==> config.mk <==
export PLATFORM = sky130hd
export DESIGN_NAME = paged_gpio
export DESIGN_NICKNAME = d
export VERILOG_FILES = /design/src/rtl/pgpio_pkg.sv /design/src/rtl/pgpio_sync.sv /design/src/rtl/pgpio_irq_port.sv /design/src/rtl/pgpio_regs.sv /design/src/rtl/paged_gpio.sv
export SDC_FILE = /design/constraint.sdc
export NUM_CORES = 1
export LEC_CHECK = 0
export ABC_AREA = 1
export BUFFER_PORTS_ARGS = -buffer_cell sky130_fd_sc_hd__buf_2
export CAP_MARGIN = 10
export CELL_PAD_IN_SITES_DETAIL_PLACEMENT = 2
export CELL_PAD_IN_SITES_GLOBAL_PLACEMENT = 2
export CORE_UTILIZATION = 33
export CTS_CLUSTER_DIAMETER = 150
export DETAILED_ROUTE_END_ITERATION = 12
export GPL_TIMING_DRIVEN = 0
export PLACE_DENSITY_LB_ADDON = 0.3
export SYNTH_ARGS = -nofsm -noshare
export SYNTH_HDL_FRONTEND = slang
export SYNTH_SLANG_ARGS = --single-unit
==> constraint.sdc <==
create_clock -name clk -period 1.5 [get_ports clk]
set_input_delay 0.075 -clock clk [delete_from_list [all_inputs] [get_ports clk]]
set_output_delay 0.075 -clock clk [all_outputs]
set_load 0.02 [all_outputs]
==> src/rtl/pgpio_pkg.sv <==
package pgpio_pkg;
    // Register page selected by bits [PAGE_LSB+1:PAGE_LSB] of the page/lock byte
    typedef enum logic [1:0] {
        PG_NONE = 2'd0,
        PG_POL  = 2'd1,
        PG_EN   = 2'd2,
        PG_ID   = 2'd3
    } page_e;

    localparam int PAGE_LSB = 6;
endpackage

==> src/rtl/pgpio_sync.sv <==
module pgpio_sync #(
    parameter int W = 48
) (
    input  logic         clk,
    input  logic         rst_n,
    input  logic [W-1:0] raw_i,
    output logic [W-1:0] sync_o
);
    typedef struct packed {
        logic [W-1:0] s1;
        logic [W-1:0] s2;
    } sync_t;

    sync_t sync_d, sync_q;

    always_comb begin
        sync_d    = sync_q;
        sync_d.s1 = raw_i;
        sync_d.s2 = sync_q.s1;
    end

    always_ff @(posedge clk) begin
        if (!rst_n) sync_q <= '0;
        else        sync_q <= sync_d;
    end

    assign sync_o = sync_q.s2;
endmodule

==> src/rtl/pgpio_irq_port.sv <==
module pgpio_irq_port #(
    parameter int W = 8
) (
    input  logic         clk,
    input  logic         rst_n,
    input  logic [W-1:0] pin_i,
    input  logic [W-1:0] pol_i,
    input  logic [W-1:0] en_i,
    output logic [W-1:0] pend_o
);
    typedef struct packed {
        logic [W-1:0] prev;
        logic [W-1:0] pend;
    } edge_t;

    edge_t edge_d, edge_q;
    logic [W-1:0] rise, fall, hit;

    always_comb begin
        rise        = pin_i & ~edge_q.prev;
        fall        = ~pin_i & edge_q.prev;
        hit         = (pol_i & rise) | (~pol_i & fall);
        edge_d      = edge_q;
        // previous sample tracks always, so re-enabling never sees a stale edge
        edge_d.prev = pin_i;
        // a disabled line holds no flag; an enabled one accumulates hits
        edge_d.pend = en_i & (edge_q.pend | hit);
    end

    always_ff @(posedge clk) begin
        if (!rst_n) edge_q <= '0;
        else        edge_q <= edge_d;
    end

    assign pend_o = edge_q.pend;
endmodule

==> src/rtl/pgpio_regs.sv <==
module pgpio_regs
    import pgpio_pkg::*;
#(
    parameter int PORT_W      = 8,
    parameter int N_PORTS     = 6,
    parameter int N_IRQ_PORTS = 3,
    parameter int ADDR_W      = 4
) (
    input  logic                          clk,
    input  logic                          rst_n,
    input  logic                          wr_en,
    input  logic [ADDR_W-1:0]             addr,
    input  logic [PORT_W-1:0]             wr_data,
    output logic [N_PORTS*PORT_W-1:0]     lat_o,
    output logic [N_PORTS-1:0]            lock_o,
    output page_e                         page_o,
    output logic [N_IRQ_PORTS*PORT_W-1:0] pol_o,
    output logic [N_IRQ_PORTS*PORT_W-1:0] en_o
);
    localparam int OFS_PGLK  = N_PORTS + 1;
    localparam int OFS_PAGED = N_PORTS + 2;

    typedef struct packed {
        logic [N_PORTS-1:0][PORT_W-1:0]     lat;
        logic [N_PORTS-1:0]                 lock;
        page_e                              page;
        logic [N_IRQ_PORTS-1:0][PORT_W-1:0] pol;
        logic [N_IRQ_PORTS-1:0][PORT_W-1:0] en;
    } regs_t;

    regs_t regs_d, regs_q;

    always_comb begin
        regs_d = regs_q;
        if (wr_en) begin
            for (int p = 0; p < N_PORTS; p++) begin
                if (addr == ADDR_W'(p) && !regs_q.lock[p])
                    regs_d.lat[p] = wr_data;
            end
            if (addr == ADDR_W'(OFS_PGLK)) begin
                regs_d.page = page_e'(wr_data[PAGE_LSB +: 2]);
                regs_d.lock = wr_data[N_PORTS-1:0];
            end
            for (int p = 0; p < N_IRQ_PORTS; p++) begin
                if (addr == ADDR_W'(OFS_PAGED + p)) begin
                    case (regs_q.page)
                        PG_POL:  regs_d.pol[p] = wr_data;
                        PG_EN:   regs_d.en[p]  = wr_data;
                        default: ;
                    endcase
                end
            end
        end
    end

    always_ff @(posedge clk) begin
        if (!rst_n) regs_q <= '0;
        else        regs_q <= regs_d;
    end

    assign lat_o  = regs_q.lat;
    assign lock_o = regs_q.lock;
    assign page_o = regs_q.page;
    assign pol_o  = regs_q.pol;
    assign en_o   = regs_q.en;
endmodule

==> src/rtl/paged_gpio.sv <==
module paged_gpio
    import pgpio_pkg::*;
#(
    parameter int PORT_W      = 8,
    parameter int N_PORTS     = 6,
    parameter int N_IRQ_PORTS = 3,
    parameter int ADDR_W      = 4
) (
    input  logic                      clk,
    input  logic                      rst_n,
    input  logic [ADDR_W-1:0]         addr,
    input  logic                      wr_en,
    input  logic [PORT_W-1:0]         wr_data,
    output logic [PORT_W-1:0]         rd_data,
    input  logic [N_PORTS*PORT_W-1:0] pins_in,
    output logic [N_PORTS*PORT_W-1:0] pins_out,
    output logic                      irq
);
    localparam int N_LINES   = N_PORTS * PORT_W;
    localparam int N_IRQ_W   = N_IRQ_PORTS * PORT_W;
    localparam int OFS_PEND  = N_PORTS;
    localparam int OFS_PGLK  = N_PORTS + 1;
    localparam int OFS_PAGED = N_PORTS + 2;

    logic [N_LINES-1:0] pins_s;
    logic [N_PORTS-1:0] lock_w;
    page_e              page_w;
    logic [N_IRQ_W-1:0] pol_w, en_w, pend_w;

    pgpio_sync #(.W(N_LINES)) u_sync (
        .clk    (clk),
        .rst_n  (rst_n),
        .raw_i  (pins_in),
        .sync_o (pins_s)
    );

    pgpio_regs #(
        .PORT_W      (PORT_W),
        .N_PORTS     (N_PORTS),
        .N_IRQ_PORTS (N_IRQ_PORTS),
        .ADDR_W      (ADDR_W)
    ) u_regs (
        .clk     (clk),
        .rst_n   (rst_n),
        .wr_en   (wr_en),
        .addr    (addr),
        .wr_data (wr_data),
        .lat_o   (pins_out),
        .lock_o  (lock_w),
        .page_o  (page_w),
        .pol_o   (pol_w),
        .en_o    (en_w)
    );

    for (genvar g = 0; g < N_IRQ_PORTS; g++) begin : g_irq
        pgpio_irq_port #(.W(PORT_W)) u_port (
            .clk    (clk),
            .rst_n  (rst_n),
            .pin_i  (pins_s[g*PORT_W +: PORT_W]),
            .pol_i  (pol_w[g*PORT_W +: PORT_W]),
            .en_i   (en_w[g*PORT_W +: PORT_W]),
            .pend_o (pend_w[g*PORT_W +: PORT_W])
        );
    end

    always_comb begin
        rd_data = '0;
        for (int p = 0; p < N_PORTS; p++) begin
            if (addr == ADDR_W'(p))
                rd_data = pins_s[p*PORT_W +: PORT_W];
        end
        if (addr == ADDR_W'(OFS_PEND)) begin
            for (int p = 0; p < N_IRQ_PORTS; p++)
                rd_data[p] = |pend_w[p*PORT_W +: PORT_W];
        end
        if (addr == ADDR_W'(OFS_PGLK)) begin
            rd_data[PAGE_LSB +: 2]  = page_w;
            rd_data[N_PORTS-1:0]    = lock_w;
        end
        for (int p = 0; p < N_IRQ_PORTS; p++) begin
            if (addr == ADDR_W'(OFS_PAGED + p)) begin
                case (page_w)
                    PG_POL:  rd_data = pol_w[p*PORT_W +: PORT_W];
                    PG_EN:   rd_data = en_w[p*PORT_W +: PORT_W];
                    PG_ID:   rd_data = pend_w[p*PORT_W +: PORT_W];
                    default: rd_data = '0;
                endcase
            end
        end
    end

    assign irq = |pend_w;
endmodule

==> results.yml <==
detailed_routing:
  via_per_inst: 5.118
  drt-total-wl_mm: 43.24
  ant_nets: 0
  drtIter0Drc: 532
  via_count: 9688
  first_pass_iters: 5
  wl_per_cell_um: 22.84
  drc: 0
placement:
  hpwl_mm: 25.48
  port_buffers: 118
  globalplace.congestion: 0.8662
timing:
  skew_ns: 0.02102
  worstMarginPinSlew_ns: 0.9474
  fin_ws_ns: -0.7121
  setup_viol: 33
  rsz0062_at_grt: "yes"
  finalMaxSlewViolations: 0
  setup_tns_ns: -8.482
  layout_worst_path_cycle_share_pct: 147.5
  finalHoldViolCount: 0
  min_period_ns: 2.212
  max_freq_ghz: 0.4521
  relSlewSlack_pct: 36.84
setup_path:
  cp.arrival_ns: 2.14
  critPathMaxFanout: 2
  worstSetupStartpointType: "flop"
  path_class: "reg2out"
  cp.required_ns: 1.42
  reg2reg_slack_ns: -0.19
  end_kind: "output pin"
layout:
  diodes: 0
  layout-drive-gt1-share_pct: 22.90
  fin_util_pct: 47.08
  syn_to_final_growth_pct: 38.67
  nets: 1556
clock_network:
  root_buffer: "clkbuf_16"
  cts_made_buffers: 28
  cts_max_level: 1
  cts_tree: "done"
  clk_latency_ns: 0.55
  cts_num_sinks: 248
  path_clk_slew_ns: 0.06
  cts_buffer_depth: 3
grt:
  grt_pass1_wl_mm: 62.33
  grt_pass1_vias: 10670
  grt_usage_pct: 28.21
  antenna_found_initial: 0
  grt_max_degree: 14
  overflow: 0
yosys:
  syn-cell-area_um2: 9535
  synth_cell_type_count: 26
  ys_ff_latch: 248
  synth-edff-count: 0
  synth_flop_cell: "dfxtp_1"
  postSynthCellCount: 1260
  synth-seq-area-share_pct: 52.07
  yosys_warnings: 0
  synth_nets: 1323
  synth-async-reset-ratio_pct: 0
  avgSynthCellArea_um2: 7.568
die:
  die_x_um: 172.0
  ios: 120
  die_h_um: 172.0
  rows: 61
  die_area_um2: 29580
  core_region_area_um2: 28090
  start_util_pct: 33.95
status:
  violations: "negative setup slack"
  status: "finished, violations left"
job:
  max_cap_violations: 0
power_and_ir_drop:
  power_density_nw_per_um2: 1173
  leakagePower_nw: 6.242
  ir_drop_mv: 0.6540
hold_path:
  hold_class: "in2reg"
## area by class of cell
type | count | area [um^2]
repair buffers | 203 | 1519
clock inverters | 11 | 165.2
plain buffers | 55 | 359.1
multi-input cells | 689 | 3847
inverters | 268 | 1023
well taps | 378 | 473.0
clock buffers | 41 | 850.8
flip-flops and latches | 248 | 4985
fillers | 3109 | 14860
## per-stage QoR
| step | worst slack, ns | std cells | instance area [um^2] | hold slack, ns | power (mW) |
|---|---|---|---|---|---|
| global placement | -0.8286 | 1756 | 10600 | 0.2584 | 7.772 |
| floorplan | 0.08373 | 1260 | 9535 | 0.1685 | 7.408 |
| detailed placement | -0.8863 | 1756 | 10600 | 0.2652 | 7.810 |
| global route | -0.7360 | 1893 | 13220 | 0.1782 | 16.00 |
| finish | -0.7121 | 1893 | 13220 | 0.1306 | 15.52 |
| CTS | -0.6339 | 1884 | 12860 | 0.09332 | 15.51 |
## cells by family (layout without fill, tap and decap cells)
logic type             after synthesis  in the layout  share of synthesized area, %
AOI/OAI and AO/OA                  235            235                         14.00
buffers and inverters              323            578                         12.99
DFF                                248            248                         52.07
and+or+nand+nor                    454            454                         20.94
## flip-flops by register name, summed over array words and instances, names as in the netlist
signal	flops
u_sync.sync_d	48
u_sync.sync_o	48
u_regs.en_o	24
g_irq.u_port.pend_o	24
g_irq.u_port.edge_q	24
u_regs.pol_o	24
u_regs.page_o	2
u_regs.lock_o	6
u_regs.lat_o	48
## path summary, 6_finish.rpt
path | startpoint | end | depth (start not counted)
max reg2reg | u_regs.page_o[0] | u_regs.pol_o[3] | 9
min | rst_n | u_regs.lat_o[24] | 3
min reg2reg | u_sync.sync_d[14] | u_sync.sync_o[14] | 2
max | g_irq[1].u_port.pend_o[3] | rd_data[1] | 9
## power breakdown
| group | internal [mW] | switching, mW |
|---|---|---|
| combinational | 0.371 | 0.713 |
| clock | 4.61 | 2.96 |
| sequential | 6.75 | 0.101 |
| total | 11.7 | 3.78 |
## cell usage after synthesis, types with 15 or more instances
library cell / n / area share (%)
nand4_1: 17 / 1.1
nor2_1: 98 / 3.9
nand2_1: 235 / 9.3
buf_2: 15 / 0.79
o211ai_1: 17 / 1.3
o21ai_0: 96 / 5.0
a21oi_1: 77 / 4.0
o221ai_1: 17 / 1.6
nand3_1: 82 / 4.3
inv_1: 259 / 10
clkbuf_1: 38 / 1.5
dfxtp_1: 248 / 52
## per-layer routing
layer	wire [um]	track usage (%)
met5	0	0
met4	2021	12.58
met3	2182	4.257
met2	21890	51.03
met1	17140	32.69
## timing repair
action | in CTS | in global routing
cloned | 4 | 1
setup buffers | 16 | 8
hold buffers | 56 | 0
resized for setup | 133 | 90
setup endpoints to repair | 63 | 73
endpoints found under the hold margin | 72 | 0
pin swaps | 29 | 35
## worst max-delay path, cell delays in order, from the launching register on
cell	delay, ns
dfxtp_1	0.33
inv_1	0.15
nand3_2	0.13
nor2_4	0.16
nor2_1	0.06
nor2_1	0.16
nand3_2	0.15
nand2_1	0.11
nand4_1	0.16
buf_6	0.19
## cells in the final DEF, fill, tap and decap left out, drive strengths merged
master	count
dlygate4sd3	56
nand4	17
a21oi	77
clkinvlp	1
a31oi	14
inv	267
o31ai	14
bufinv	4
o211ai	17
nand2	238
nand3	87
clkbuf	80
clkinv	7
o21ai	96
dfxtp	248
nor3	3
o221ai	17
nor2	109
buf	163
Power figures use the tool's default switching activity.
